`src/rtl/pbus_pkg.sv`:
```
`timescale 1ns/1ps
package pbus_pkg;
    parameter int SETUP_W = 2;
    parameter int STRB_W  = 4;
    parameter int HOLD_W  = 2;

    localparam logic [1:0] IRQ_PULSE = 2'b01;
    localparam logic [1:0] IRQ_STALL = 2'b10;
    localparam logic [1:0] STEP_UP   = 2'b01;
    localparam logic [1:0] STEP_DOWN = 2'b10;

    typedef enum logic [1:0] {
        PH_IDLE  = 2'd0,
        PH_SETUP = 2'd1,
        PH_STRB  = 2'd2,
        PH_HOLD  = 2'd3
    } phase_e;

    typedef struct packed {
        logic [1:0]         irq_mode;
        logic [1:0]         step_mode;
        logic               wide;
        logic               combined;
        logic [SETUP_W-1:0] setup;
        logic [STRB_W-1:0]  strb;
        logic [HOLD_W-1:0]  hold;
    } cfg_t;
endpackage

```
`src/rtl/pbus_addr_step.sv`:
```
`timescale 1ns/1ps
module pbus_addr_step #(
    parameter int ADDR_W = 16
) (
    input  logic [ADDR_W-1:0] addr_in,
    input  logic [1:0]        step_mode,
    output logic [ADDR_W-1:0] addr_out
);
    import pbus_pkg::*;

    localparam int SKIP = ADDR_W - 2;
    localparam int GW   = ADDR_W - 1;

    logic [GW-1:0] gathered;
    logic [GW-1:0] stepped;

    generate
        for (genvar i = 0; i < ADDR_W; i++) begin : g_map
            if (i < SKIP) begin : g_low
                assign gathered[i] = addr_in[i];
                assign addr_out[i] = stepped[i];
            end else if (i == SKIP) begin : g_keep
                assign addr_out[i] = addr_in[i];
            end else begin : g_top
                assign gathered[GW-1] = addr_in[i];
                assign addr_out[i]    = stepped[GW-1];
            end
        end
    endgenerate

    always_comb begin
        unique case (step_mode)
            STEP_UP:   stepped = gathered + GW'(1);
            STEP_DOWN: stepped = gathered - GW'(1);
            default:   stepped = gathered;
        endcase
    end
endmodule

```
`src/rtl/pbus_regs.sv`:
```
`timescale 1ns/1ps
module pbus_regs #(
    parameter int ADDR_W = 16
) (
    input  logic                 clk,
    input  logic                 rst_n,
    input  logic                 busy,
    input  logic                 cfg_we,
    input  pbus_pkg::cfg_t       cfg_in,
    input  logic                 addr_we,
    input  logic [ADDR_W-1:0]    addr_in,
    input  logic                 step_en,
    input  logic [ADDR_W-1:0]    step_addr,
    output pbus_pkg::cfg_t       cfg_q,
    output logic [ADDR_W-1:0]    addr_q
);
    import pbus_pkg::*;

    typedef struct packed {
        cfg_t              cfg;
        logic [ADDR_W-1:0] addr;
    } regs_t;

    regs_t r_d, r_q;

    always_comb begin
        r_d = r_q;
        if (!busy && cfg_we) begin
            r_d.cfg = cfg_in;
        end
        if (!busy && addr_we) begin
            r_d.addr = addr_in;
        end else if (step_en) begin
            r_d.addr = step_addr;
        end
    end

    always_ff @(posedge clk or negedge rst_n) begin
        if (!rst_n) begin
            r_q <= '0;
        end else begin
            r_q <= r_d;
        end
    end

    assign cfg_q  = r_q.cfg;
    assign addr_q = r_q.addr;
endmodule

```
`src/rtl/pbus_engine.sv`:
```
`timescale 1ns/1ps
module pbus_engine #(
    parameter int BYTE_W = 8
) (
    input  logic                         clk,
    input  logic                         rst_n,
    input  logic                         wide,
    input  logic                         combined,
    input  logic [pbus_pkg::SETUP_W-1:0] setup_wait,
    input  logic [pbus_pkg::STRB_W-1:0]  strobe_wait,
    input  logic [pbus_pkg::HOLD_W-1:0]  hold_wait,
    input  logic                         start,
    input  logic                         start_write,
    input  logic [2*BYTE_W-1:0]          start_wdata,
    input  logic [BYTE_W-1:0]            bus_din,
    output logic                         busy,
    output logic                         finish,
    output logic                         done_pulse,
    output logic                         done_was_write,
    output logic [2*BYTE_W-1:0]          rdata,
    output logic                         bus_cs,
    output logic                         bus_rd_rw,
    output logic                         bus_wr_en,
    output logic                         bus_be,
    output logic [BYTE_W-1:0]            bus_dout,
    output logic                         bus_doe
);
    import pbus_pkg::*;

    localparam int DW = 2 * BYTE_W;
    localparam int CW = (STRB_W > SETUP_W) ?
                        ((STRB_W > HOLD_W) ? STRB_W : HOLD_W) :
                        ((SETUP_W > HOLD_W) ? SETUP_W : HOLD_W);

    typedef struct packed {
        phase_e          ph;
        logic [CW-1:0]   cnt;
        logic            hi;
        logic            wr;
        logic [DW-1:0]   wdat;
        logic [DW-1:0]   rdat;
        logic            done;
    } eng_t;

    eng_t e_d, e_q;
    logic last_cycle;

    always_comb begin
        e_d        = e_q;
        e_d.done   = 1'b0;
        finish     = 1'b0;
        last_cycle = 1'b0;

        unique case (e_q.ph)
            PH_IDLE: begin
                if (start) begin
                    e_d.hi   = 1'b0;
                    e_d.wr   = start_write;
                    e_d.wdat = start_wdata;
                    if (!start_write) begin
                        e_d.rdat = '0;
                    end
                    if (strobe_wait == '0) begin
                        e_d.ph  = PH_STRB;
                        e_d.cnt = '0;
                    end else begin
                        e_d.ph  = PH_SETUP;
                        e_d.cnt = CW'(setup_wait);
                    end
                end
            end
            PH_SETUP: begin
                if (e_q.cnt == '0) begin
                    e_d.ph  = PH_STRB;
                    e_d.cnt = CW'(strobe_wait);
                end else begin
                    e_d.cnt = e_q.cnt - CW'(1);
                end
            end
            PH_STRB: begin
                if (e_q.cnt == '0) begin
                    if (!e_q.wr) begin
                        if (e_q.hi) begin
                            e_d.rdat[DW-1:BYTE_W] = bus_din;
                        end else begin
                            e_d.rdat[BYTE_W-1:0] = bus_din;
                        end
                    end
                    if (strobe_wait == '0) begin
                        last_cycle = 1'b1;
                    end else begin
                        e_d.ph  = PH_HOLD;
                        e_d.cnt = CW'(hold_wait);
                    end
                end else begin
                    e_d.cnt = e_q.cnt - CW'(1);
                end
            end
            PH_HOLD: begin
                if (e_q.cnt == '0) begin
                    last_cycle = 1'b1;
                end else begin
                    e_d.cnt = e_q.cnt - CW'(1);
                end
            end
            default: e_d.ph = PH_IDLE;
        endcase

        if (last_cycle) begin
            if (wide && !e_q.hi) begin
                e_d.hi = 1'b1;
                if (strobe_wait == '0) begin
                    e_d.ph  = PH_STRB;
                    e_d.cnt = '0;
                end else begin
                    e_d.ph  = PH_SETUP;
                    e_d.cnt = CW'(setup_wait);
                end
            end else begin
                e_d.ph   = PH_IDLE;
                e_d.done = 1'b1;
                finish   = 1'b1;
            end
        end
    end

    always_ff @(posedge clk or negedge rst_n) begin
        if (!rst_n) begin
            e_q <= '{ph: PH_IDLE, default: '0};
        end else begin
            e_q <= e_d;
        end
    end

    logic strobe_on;
    assign strobe_on      = (e_q.ph == PH_STRB);
    assign busy           = (e_q.ph != PH_IDLE);
    assign done_pulse     = e_q.done;
    assign done_was_write = e_q.wr;
    assign rdata          = e_q.rdat;
    assign bus_cs         = busy;
    assign bus_be         = busy && e_q.hi;
    assign bus_doe        = busy && e_q.wr;
    assign bus_dout       = e_q.hi ? e_q.wdat[DW-1:BYTE_W] : e_q.wdat[BYTE_W-1:0];
    assign bus_rd_rw      = combined ? (busy && !e_q.wr) : (strobe_on && !e_q.wr);
    assign bus_wr_en      = combined ? strobe_on : (strobe_on && e_q.wr);
endmodule

```
`src/rtl/pbus_master.sv`:
```
`timescale 1ns/1ps
module pbus_master #(
    parameter int ADDR_W = 16,
    parameter int BYTE_W = 8
) (
    input  logic                         clk,
    input  logic                         rst_n,
    input  logic                         cfg_we,
    input  logic [1:0]                   cfg_irq_mode,
    input  logic [1:0]                   cfg_step_mode,
    input  logic                         cfg_wide,
    input  logic                         cfg_combined,
    input  logic [pbus_pkg::SETUP_W-1:0] cfg_setup_wait,
    input  logic [pbus_pkg::STRB_W-1:0]  cfg_strobe_wait,
    input  logic [pbus_pkg::HOLD_W-1:0]  cfg_hold_wait,
    input  logic                         addr_we,
    input  logic [ADDR_W-1:0]            addr_wdata,
    input  logic                         req_valid,
    input  logic                         req_write,
    input  logic [2*BYTE_W-1:0]          req_wdata,
    output logic                         cpu_stall,
    output logic                         busy,
    output logic                         irq,
    output logic                         rd_valid,
    output logic [2*BYTE_W-1:0]          rd_data,
    output logic                         bus_cs,
    output logic                         bus_rd_rw,
    output logic                         bus_wr_en,
    output logic                         bus_be,
    output logic [ADDR_W-1:0]            bus_addr,
    output logic [BYTE_W-1:0]            bus_dout,
    output logic                         bus_doe,
    input  logic [BYTE_W-1:0]            bus_din
);
    import pbus_pkg::*;

    cfg_t              cfg_in, cfg_q;
    logic [ADDR_W-1:0] addr_q, addr_next;
    logic              start, finish, done_pulse, done_was_write;

    always_comb begin
        cfg_in.irq_mode  = cfg_irq_mode;
        cfg_in.step_mode = cfg_step_mode;
        cfg_in.wide      = cfg_wide;
        cfg_in.combined  = cfg_combined;
        cfg_in.setup     = cfg_setup_wait;
        cfg_in.strb      = cfg_strobe_wait;
        cfg_in.hold      = cfg_hold_wait;
    end

    assign start = req_valid && !busy && !cfg_we && !addr_we;

    pbus_regs #(.ADDR_W(ADDR_W)) u_regs (
        .clk       (clk),
        .rst_n     (rst_n),
        .busy      (busy),
        .cfg_we    (cfg_we),
        .cfg_in    (cfg_in),
        .addr_we   (addr_we),
        .addr_in   (addr_wdata),
        .step_en   (finish),
        .step_addr (addr_next),
        .cfg_q     (cfg_q),
        .addr_q    (addr_q)
    );

    pbus_addr_step #(.ADDR_W(ADDR_W)) u_step (
        .addr_in   (addr_q),
        .step_mode (cfg_q.step_mode),
        .addr_out  (addr_next)
    );

    pbus_engine #(.BYTE_W(BYTE_W)) u_eng (
        .clk            (clk),
        .rst_n          (rst_n),
        .wide           (cfg_q.wide),
        .combined       (cfg_q.combined),
        .setup_wait     (cfg_q.setup),
        .strobe_wait    (cfg_q.strb),
        .hold_wait      (cfg_q.hold),
        .start          (start),
        .start_write    (req_write),
        .start_wdata    (req_wdata),
        .bus_din        (bus_din),
        .busy           (busy),
        .finish         (finish),
        .done_pulse     (done_pulse),
        .done_was_write (done_was_write),
        .rdata          (rd_data),
        .bus_cs         (bus_cs),
        .bus_rd_rw      (bus_rd_rw),
        .bus_wr_en      (bus_wr_en),
        .bus_be         (bus_be),
        .bus_dout       (bus_dout),
        .bus_doe        (bus_doe)
    );

    assign bus_addr  = addr_q;
    assign irq       = done_pulse && (cfg_q.irq_mode == IRQ_PULSE);
    assign cpu_stall = busy && (cfg_q.irq_mode == IRQ_STALL);
    assign rd_valid  = done_pulse && !done_was_write;
endmodule

```
`config.mk`:
```
export PLATFORM = sky130hd
export DESIGN_NAME = pbus_master
export DESIGN_NICKNAME = d
export VERILOG_FILES = /design/src/rtl/pbus_pkg.sv /design/src/rtl/pbus_addr_step.sv /design/src/rtl/pbus_regs.sv /design/src/rtl/pbus_engine.sv /design/src/rtl/pbus_master.sv
export SDC_FILE = /design/constraint.sdc
export NUM_CORES = 1
export LEC_CHECK = 0
export BUFFER_PORTS_ARGS = -buffer_cell sky130_fd_sc_hd__buf_2
export CAP_MARGIN = 30
export CORE_ASPECT_RATIO = 0.7
export CORE_UTILIZATION = 60
export DETAILED_ROUTE_END_ITERATION = 6
export PLACE_DENSITY_LB_ADDON = 0.08
export SKIP_LAST_GASP = 1
export SLEW_MARGIN = 10
export SYNTH_ARGS = -nofsm -noshare
export SYNTH_HDL_FRONTEND = slang
export SYNTH_HIERARCHICAL = 1
export SYNTH_SLANG_ARGS = --single-unit
```
`constraint.sdc`:
```
create_clock -name clk -period 5.7 [get_ports clk]
set_clock_uncertainty 0.1 [all_clocks]
set_input_delay 0.57 -clock clk [delete_from_list [all_inputs] [get_ports clk]]
set_output_delay 0.57 -clock clk [all_outputs]
set_load 0.1 [all_outputs]
```
==> metrics.log, run 1 <==
INFO  metric synth.cell_area = 4964 um^2
INFO  metric detail_route.iter0.violations = 247
INFO  metric core_area = 7939 um^2
INFO  metric power_frac_seq = 25.8%
INFO  metric fin_hold_ws = 0.02987 ns
INFO  metric fill_cells = 578
INFO  metric combinational_power_share = 59.2%
INFO  metric cp_max_fo = 20
INFO  metric synth_enable_flop_cells = 0
INFO  metric synth_top_area_share = 35.80%
INFO  metric postSynthRegisterBits = 71
INFO  metric syn-instance-count = 472
INFO  metric register_cell_area_after_layout = 1777 um^2
INFO  metric grt_pass1_vias = 3637
INFO  metric wire_length_of_the_first_global_routing_pass = 18540 um
INFO  metric final_layout_size_suffix_gt1_share = 42.88%
INFO  metric synthesis.area_per_instance = 10.52 um^2
INFO  metric groute.usage.overall = 27.26%
INFO  metric vdd_ir_drop_max = 0.6429 mV
INFO  metric worstPathArrival = 4.00 ns
INFO  metric p_switching = 1.849 mW
INFO  metric p_leak = 2.629 nW
INFO  metric layout.nets = 611
INFO  metric crit_type = reg -> reg
INFO  metric final-hold-violation-count = 0
INFO  metric cp.required = 5.82 ns
INFO  metric design.portCount = 109
INFO  metric synth_top_flop_cell = sky130_fd_sc_hd__dfrtp_1
INFO  metric floorplan.initialDensity = 62.52%
INFO  metric report.final.setup_viol = 0
INFO  metric area.growth.synth_to_final = 13.71%
INFO  metric cellInternalPower = 1.653 mW
INFO  metric pwr_density_cell = 620.4 nW/um^2
INFO  metric crit_path_end_kind = flop
INFO  metric tightestPinTransition = 0.8986 ns
INFO  metric minimum_clock_period_after_layout = 3.880 ns
INFO  metric worst_hold_path_type = in -> async
INFO  metric rr_worst_depth = 9
INFO  metric synth.area.top_cells = sky130_fd_sc_hd__dfrtp_1, sky130_fd_sc_hd__mux2_2, sky130_fd_sc_hd__mux2_4
INFO  metric gp_congestion = 0.9163
INFO  metric r2r_slack = 1.82 ns
INFO  metric drtPass1Iterations = 6
INFO  metric max_cap_viol_count = 0
INFO  metric layout_commonest_cell = sky130_fd_sc_hd__buf_2
INFO  metric sw_frac_of_total = 52.80%
INFO  metric postCtsSetupBuffers = 0
INFO  metric synth_warnings = 6
INFO  metric post-dp-hpwl = 7976 um
INFO  metric r2r_start = u_eng/e_q[39]
INFO  metric vias = 3928
INFO  metric fin_setup_tns = 0 ns
INFO  metric slew_headroom = 40.10%
INFO  metric cts-buffers-inserted = 9
INFO  metric root_buffer = sky130_fd_sc_hd__clkbuf_16
INFO  metric cts_hold_repair.buffers = 0
INFO  metric timing.final.crit_share = 68.07%
INFO  metric detail_route.wl_per_cell = 17.42 um
INFO  metric grt_start_max_net_pins = 72
INFO  metric fmaxAchievable = 0.2577 GHz
INFO  metric netlist-cell-type-count = 72
INFO  metric antenna_cells = 0
INFO  metric synth_area_leader_cell = sky130_fd_sc_hd__dfrtp_1
INFO  metric rsz_0062_raised_after_global_routing = no
INFO  metric portBuffers = 108
INFO  metric num_rows = 27
INFO  metric cts.clk_slew.worst_paths = 0.06 ns
INFO  metric timing_max_transition_violations_final = 0
INFO  metric clock_tree_from_tritoncts = done
INFO  metric drt-vias-per-instance = 6.052
INFO  metric critPathLaunchType = flop
INFO  metric overflow = 0
INFO  metric drc = 0
INFO  metric cts_sinks = 71
INFO  metric power_frac_clock = 15.0%
INFO  metric synth_sequential_area_ratio = 35.80%
INFO  metric status = finished, final reports clean
INFO  metric antenna_violating_nets_post_route = 0
INFO  metric totalWireLength = 11310 um
INFO  metric die_h = 78.10 um
INFO  metric antenna_found_initial = 0
INFO  metric clock_tree.buffer_depth = 2
INFO  metric synthArstFlopShare = 100.0%
INFO  metric most_frequent_cells_in_the_layout = sky130_fd_sc_hd__buf_2, sky130_fd_sc_hd__dfrtp_1, sky130_fd_sc_hd__mux2_2
INFO  metric clk-insertion-delay-late = 0.33 ns
INFO  metric floorplan.die_area = 8646 um^2
INFO  metric multi_input_area = 2783 um^2
INFO  metric synth.net_count = 540
INFO  metric die_width = 110.7 um
INFO  metric cts_resized = 0
INFO  metric r2r-end = u_eng/rdata[7]
INFO  metric ctsHtreeMaxLevel = 3
[registers in the layout (all words and copies together), names as in the netlist]
| signal | cells |
|---|---|
| u_eng/rdata | 16 |
| u_regs/addr_q | 16 |
| u_eng/done_was_write | 1 |
| u_regs/cfg_q | 14 |
| u_eng/done_pulse | 1 |
| u_eng/e_q | 23 |
[power groups by stage]
stage,sequential (mW),combinational [mW],clock (mW)
floorplan,1.11,1.55,0
finish,0.903,2.07,0.526
detailed placement,0.907,2.04,0
CTS,0.899,2.06,0.537
global placement,0.896,2.00,0
global route,0.937,2.19,0.558
[worst max-delay path, cell delays in order, from the launching register on]
cell and delay (ns):
sky130_fd_sc_hd__dfrtp_1 0.45, sky130_fd_sc_hd__inv_1 0.12, sky130_fd_sc_hd__ha_1 0.47, sky130_fd_sc_hd__inv_1 0.28
sky130_fd_sc_hd__nor4b_2 0.60, sky130_fd_sc_hd__nand2_1 0.66, sky130_fd_sc_hd__nor2_1 0.25, sky130_fd_sc_hd__a21oi_1 0.10
sky130_fd_sc_hd__nand2b_1 0.38, sky130_fd_sc_hd__mux2_2 0.35
[area by class of cell]
type	count	share of cell area (%)
clock inverters	6	0.7980
inverters	12	0.7980
well taps	101	2.239
repair buffers	114	11.15
flip-flops and latches	71	31.48
multi-input cells	335	49.30
clock buffers	10	4.234
[logic make-up after synthesis]
logic type	after synthesis	share of synthesized area, %
compound gates	93	14.09
flops	71	35.80
simple gates	124	14.24
mux	94	22.84
xor+xnor	16	2.823
fa+ha+maj	8	2.017
buf+inv	66	8.193
[worst max-delay path by stage]
stage                                start                 to  depth (start not counted)
after floorplan           u_regs/cfg_q[10]  u_regs/addr_q[15]                         15
after global placement       u_eng/e_q[39]     u_eng/rdata[5]                          9
after detailed placement     u_eng/e_q[39]     u_eng/rdata[7]                          9
after CTS                    u_eng/e_q[39]     u_eng/rdata[0]                          9
after global routing         u_eng/e_q[39]     u_eng/rdata[5]                          9
final                        u_eng/e_q[39]     u_eng/rdata[7]                          9
[through the flow]
step	utilization (%)	instance area, um^2	setup slack [ns]	total power, mW	instances
6_report	71.10	5644	1.820	3.501	649
3_3_place_gp	66.68	5294	2.110	2.899	630
5_1_grt	71.10	5644	1.388	3.686	649
4_1_cts	70.75	5617	1.870	3.494	648
3_5_place_dp	67.17	5333	1.846	2.951	632
2_1_floorplan	-	4964	2.100	2.667	472
[metal layers]
| layer | track usage (%) | vias to the layer above | share of wire [%] |
|---|---|---|---|
| met1 | 38.88 | 1862 | 47 |
| met5 | 0 | - | 0 |
| li1 | - | 1854 | - |
| met2 | 40.56 | 200 | 43 |
| met3 | 8.185 | 12 | 8.8 |
| met4 | 6.933 | 0 | 0.76 |
[synth_stat cells, types with 5 or more instances]
library cell               count
sky130_fd_sc_hd__inv_1        12
sky130_fd_sc_hd__buf_2        10
sky130_fd_sc_hd__mux2_2       70
sky130_fd_sc_hd__nor2b_1       9
sky130_fd_sc_hd__nand2_1      24
sky130_fd_sc_hd__nand3_1       6
sky130_fd_sc_hd__nor4_1        6
sky130_fd_sc_hd__clkbuf_1     13
sky130_fd_sc_hd__xnor2_1      10
sky130_fd_sc_hd__dfrtp_1      71
sky130_fd_sc_hd__xor2_1        6
sky130_fd_sc_hd__o31ai_1       7
sky130_fd_sc_hd__buf_4        22
sky130_fd_sc_hd__a21oi_1       8
sky130_fd_sc_hd__nor3_1       10
sky130_fd_sc_hd__o21ai_0      21
sky130_fd_sc_hd__and2_1       10
sky130_fd_sc_hd__and3_1        5
sky130_fd_sc_hd__mux2_4       21
sky130_fd_sc_hd__nor2_1       24
sky130_fd_sc_hd__ha_1          8
No activity file was read; power rests on OpenSTA's default activity.
==> inputs of run 2 (changes only) <==
Settings changed: CORE_UTILIZATION 60 to 50.
Clock period 5.7 ns to 3.35 ns, I/O delays scaled along.
==> run 2 against run 1 <==
  * Worst hold slack gained 0.097 ns
  * Die area up 20%
  * Setup slack worse by 1.5 ns
  * Utilization down 12 points
  * Cell area up 2.0%
  * Global-route usage shrank 4.3 points
  * Register-to-register slack got worse by 1.5 ns
  * Count of clock-buffer cells in the layout decreased by 1
  * Combinational power rose by 71%
  * Routed wire length increased by 0.35%
  * Power grew 73%
  * Largest cell class unchanged
  * Largest power group unchanged
==> metrics.log, run 2 (same netlist as run 1, synthesis figures left out) <==
INFO  metric final-hold-violation-count = 0 (unchanged)
INFO  metric critPathMaxStageDelay = 0.50 ns (-0.16 ns)
INFO  metric timing.final.crit_share = 91.28% (+23 points)
INFO  metric sw_frac_of_total = 51.95% (-0.85 points)
INFO  metric cts_sinks = 71 (unchanged)
INFO  metric worstHoldPathCells = 2
INFO  metric p_switching = 3.142 mW (+70%)
INFO  metric root_buffer = sky130_fd_sc_hd__clkbuf_16
INFO  metric rr_worst_depth = 12 (+3)
INFO  metric timing_max_transition_violations_final = 0 (unchanged)
INFO  metric power_frac_seq = 25.3% (-0.5 points)
INFO  metric wire_length_of_the_first_global_routing_pass = 18470 um (-0.37%)
INFO  metric cts.clk_slew.worst_paths = 0.06 ns (about the same)
INFO  metric cts_hold_repair.buffers = 0 (unchanged)
INFO  metric min_delay_worst_endpoint = u_regs/addr_q[1]
INFO  metric grt_pass1_vias = 3540 (-2.7%)
INFO  metric totalWireLength = 11350 um (+0.35%)
INFO  metric worstPathArrival = 3.18 ns (-0.82 ns)
INFO  metric place_inst = 667 (+5.5%)
INFO  metric cts_resized = 0 (unchanged)
INFO  metric min_from = addr_wdata[1]
INFO  metric cts-buffers-inserted = 9 (unchanged)
INFO  metric postCtsSetupBuffers = 0 (unchanged)
INFO  metric power_frac_clock = 16.1% (+1.1 points)
INFO  metric antenna_found_initial = 0 (unchanged)
INFO  metric r2r_slack = 0.29 ns (-1.53 ns)
INFO  metric status = finished, final reports clean
INFO  metric fill_cells = 833 (+44%)
INFO  metric overflow = 0 (unchanged)
INFO  metric post-dp-hpwl = 8007 um (+0.39%)
INFO  metric detail_route.wl_per_cell = 16.56 um (-4.9%)
INFO  metric clock_tree_from_tritoncts = done
INFO  metric design.portCount = 109 (unchanged)
INFO  metric die_width = 121.1 um (+9.4%)
INFO  metric layout_commonest_cell = sky130_fd_sc_hd__buf_2
INFO  metric vdd_ir_drop_max = 0.7002 mV (+8.9%)
INFO  metric cp_slowest_cell = sky130_fd_sc_hd__a2111o_1
INFO  metric crit_path_end_kind = flop
INFO  metric num_rows = 30 (+11%)
INFO  metric rsz_0062_raised_after_global_routing = no
INFO  metric cellInternalPower = 2.906 mW (+76%)
INFO  metric pwr_density_cell = 1051 nW/um^2 (+69%)
INFO  metric area.growth.synth_to_final = 15.98%
INFO  metric r2r-end = u_regs/addr_q[15]
INFO  metric floorplan.initialDensity = 51.25% (-11 points)
INFO  metric crit_type = reg -> reg
INFO  metric cp.required = 3.47 ns (-2.35 ns)
INFO  metric critPathLaunchType = flop
INFO  metric layout.nets = 620 (+1.5%)
INFO  metric pre_cts_ws = 0.3085 ns (-1.538 ns)
INFO  metric grt_start_max_net_pins = 72 (unchanged)
INFO  metric dpl-instance-area = 5415 um^2 (+1.5%)
INFO  metric report.final.setup_viol = 0 (unchanged)
INFO  metric p_leak = 2.668 nW (+1.5%)
INFO  metric max_cap_viol_count = 0 (unchanged)
INFO  metric vias = 3952 (+0.61%)
INFO  metric groute.usage.overall = 22.92% (-4.3 points)
INFO  metric largest_register = u_eng/e_q
INFO  metric fin_setup_tns = 0 ns (unchanged)
INFO  metric fin_cells = 685 (+5.5%)
INFO  metric final_layout_size_suffix_gt1_share = 44.34% (+1.5 points)
INFO  metric slew_headroom = 63.44% (+23 points)
INFO  metric postLayoutSetupSlackWorst = 0.2922 ns (-1.528 ns)
INFO  metric ctsHtreeMaxLevel = 3 (unchanged)
INFO  metric flip_flop_count_of_the_largest_register_all_copies_and_words_added = 23 (unchanged)
INFO  metric drtPass1Iterations = 5 (-1)
INFO  metric gp_congestion = 0.8979 (-2.0%)
INFO  metric core_area = 9684 um^2 (+22%)
INFO  metric antenna_violating_nets_post_route = 0 (unchanged)
INFO  metric tightestPinTransition = 0.5439 ns (-0.3546 ns)
INFO  metric portBuffers = 108 (unchanged)
INFO  metric cell_chain_of_the_critical_path = inv_1, ha_2, xor2_1, ha_2, and3b_1, o21ai_2, a2111o_1, a211o_1, o22ai_1, xor2_1, mux2_2, mux2_2
INFO  metric fmaxAchievable = 0.3270 GHz (+27%)
INFO  metric drt-vias-per-instance = 5.769 (-4.7%)
INFO  metric clk-insertion-delay-late = 0.33 ns (about the same)
INFO  metric clock_tree.buffer_depth = 2 (unchanged)
INFO  metric worst_hold_path_type = in -> reg
INFO  metric drc = 0 (unchanged)
INFO  metric detail_route.iter0.violations = 291 (+18%)
INFO  metric minimum_clock_period_after_layout = 3.058 ns (-0.8223 ns)
INFO  metric combinational_power_share = 58.6% (-0.6 points)
INFO  metric r2r_start = u_regs/cfg_q[10]
INFO  metric final_design_area_no_fill = 5757 um^2 (+2.0%)
INFO  metric die_h = 85.36 um (+9.3%)
INFO  metric fin_total_pwr = 6.049 mW (+73%)
INFO  metric most_frequent_cells_in_the_layout = sky130_fd_sc_hd__buf_2, sky130_fd_sc_hd__mux2_2, sky130_fd_sc_hd__dfrtp_1
INFO  metric cp_max_fo = 6 (-70%)
INFO  metric floorplan.die_area = 10340 um^2 (+20%)
INFO  metric antenna_cells = 0 (unchanged)
==> run 2: changes by cell type in the layout (fill, tap and decap cells not counted), moves of 2 or more <==
cell and change:
sky130_fd_sc_hd__ha_1 -2, sky130_fd_sc_hd__inv_6 +2, sky130_fd_sc_hd__buf_4 +11, sky130_fd_sc_hd__ha_2 +2
==> run 2: area by class of cell <==
type,instances,area (um^2),area share [%]
multi-input combinational,335,2791,48.49
sequential,71,1778,30.88
timing repair buffer,123,678.2,11.78
clock buffer,9,225.2,3.912
tap,128,160.2,2.782
clock inverter,7,78.83,1.369
inverter,12,45.04,0.7824
==> run 2: how the worst max path moves through the flow <==
stage / from / to / slack, ns / depth (start not counted)
global route: u_regs/cfg_q[10] / u_regs/addr_q[15] / 0.12 / 12
global placement: u_regs/cfg_q[10] / u_regs/addr_q[15] / 0.39 / 12
detailed placement: u_regs/cfg_q[10] / u_regs/addr_q[15] / 0.31 / 12
floorplan: u_regs/cfg_q[10] / u_regs/addr_q[15] / 0.007 / 15
CTS: u_regs/cfg_q[10] / u_regs/addr_q[15] / 0.30 / 12
finish: u_regs/cfg_q[10] / u_regs/addr_q[15] / 0.29 / 12
==> run 2: power by group through the flow <==
stage | clock network (mW) | registers (mW) | logic [mW]
floorplan | 0 | 1.90 | 2.67
global placement | 0 | 1.53 | 3.49
detailed placement | 0 | 1.54 | 3.52
CTS | 1.00 | 1.53 | 3.54
global route | 1.04 | 1.59 | 3.78
finish | 0.976 | 1.53 | 3.54
==> run 2: stage by stage <==
| step | utilization [%] | hold slack [ns] |
|---|---|---|
| 2_1_floorplan | - | -0.06059 |
| 5_1_grt | 59.44 | 0.1151 |
| 6_report | 59.44 | 0.1270 |
| 3_3_place_gp | 55.92 | 0.3825 |
| 4_1_cts | 59.06 | 0.07597 |
| 3_5_place_dp | 55.92 | 0.3899 |
==> run 2: worst max-delay path, delay by kind of cell (launching register included) <==
kind | cells | cell delay, ns
AO/OA/AOI/OAI | 4 | 1.05
multiplexers | 2 | 0.51
adder cells (fa/ha/maj) | 2 | 0.40
flip-flops | 1 | 0.38
XOR/XNOR | 2 | 0.24
AND/OR/NAND/NOR | 1 | 0.18
buffers and inverters | 1 | 0.08
==> run 2: layer usage <==
| metal | vias to the layer above | routed length [um] | track usage, % |
|---|---|---|---|
| met2 | 167 | 4459 | 30.03 |
| met4 | 0 | 61 | 4.826 |
| met5 | - | 0 | 0 |
| li1 | 1886 | - | - |
| met3 | 9 | 1006 | 6.720 |
| met1 | 1890 | 5817 | 36.24 |
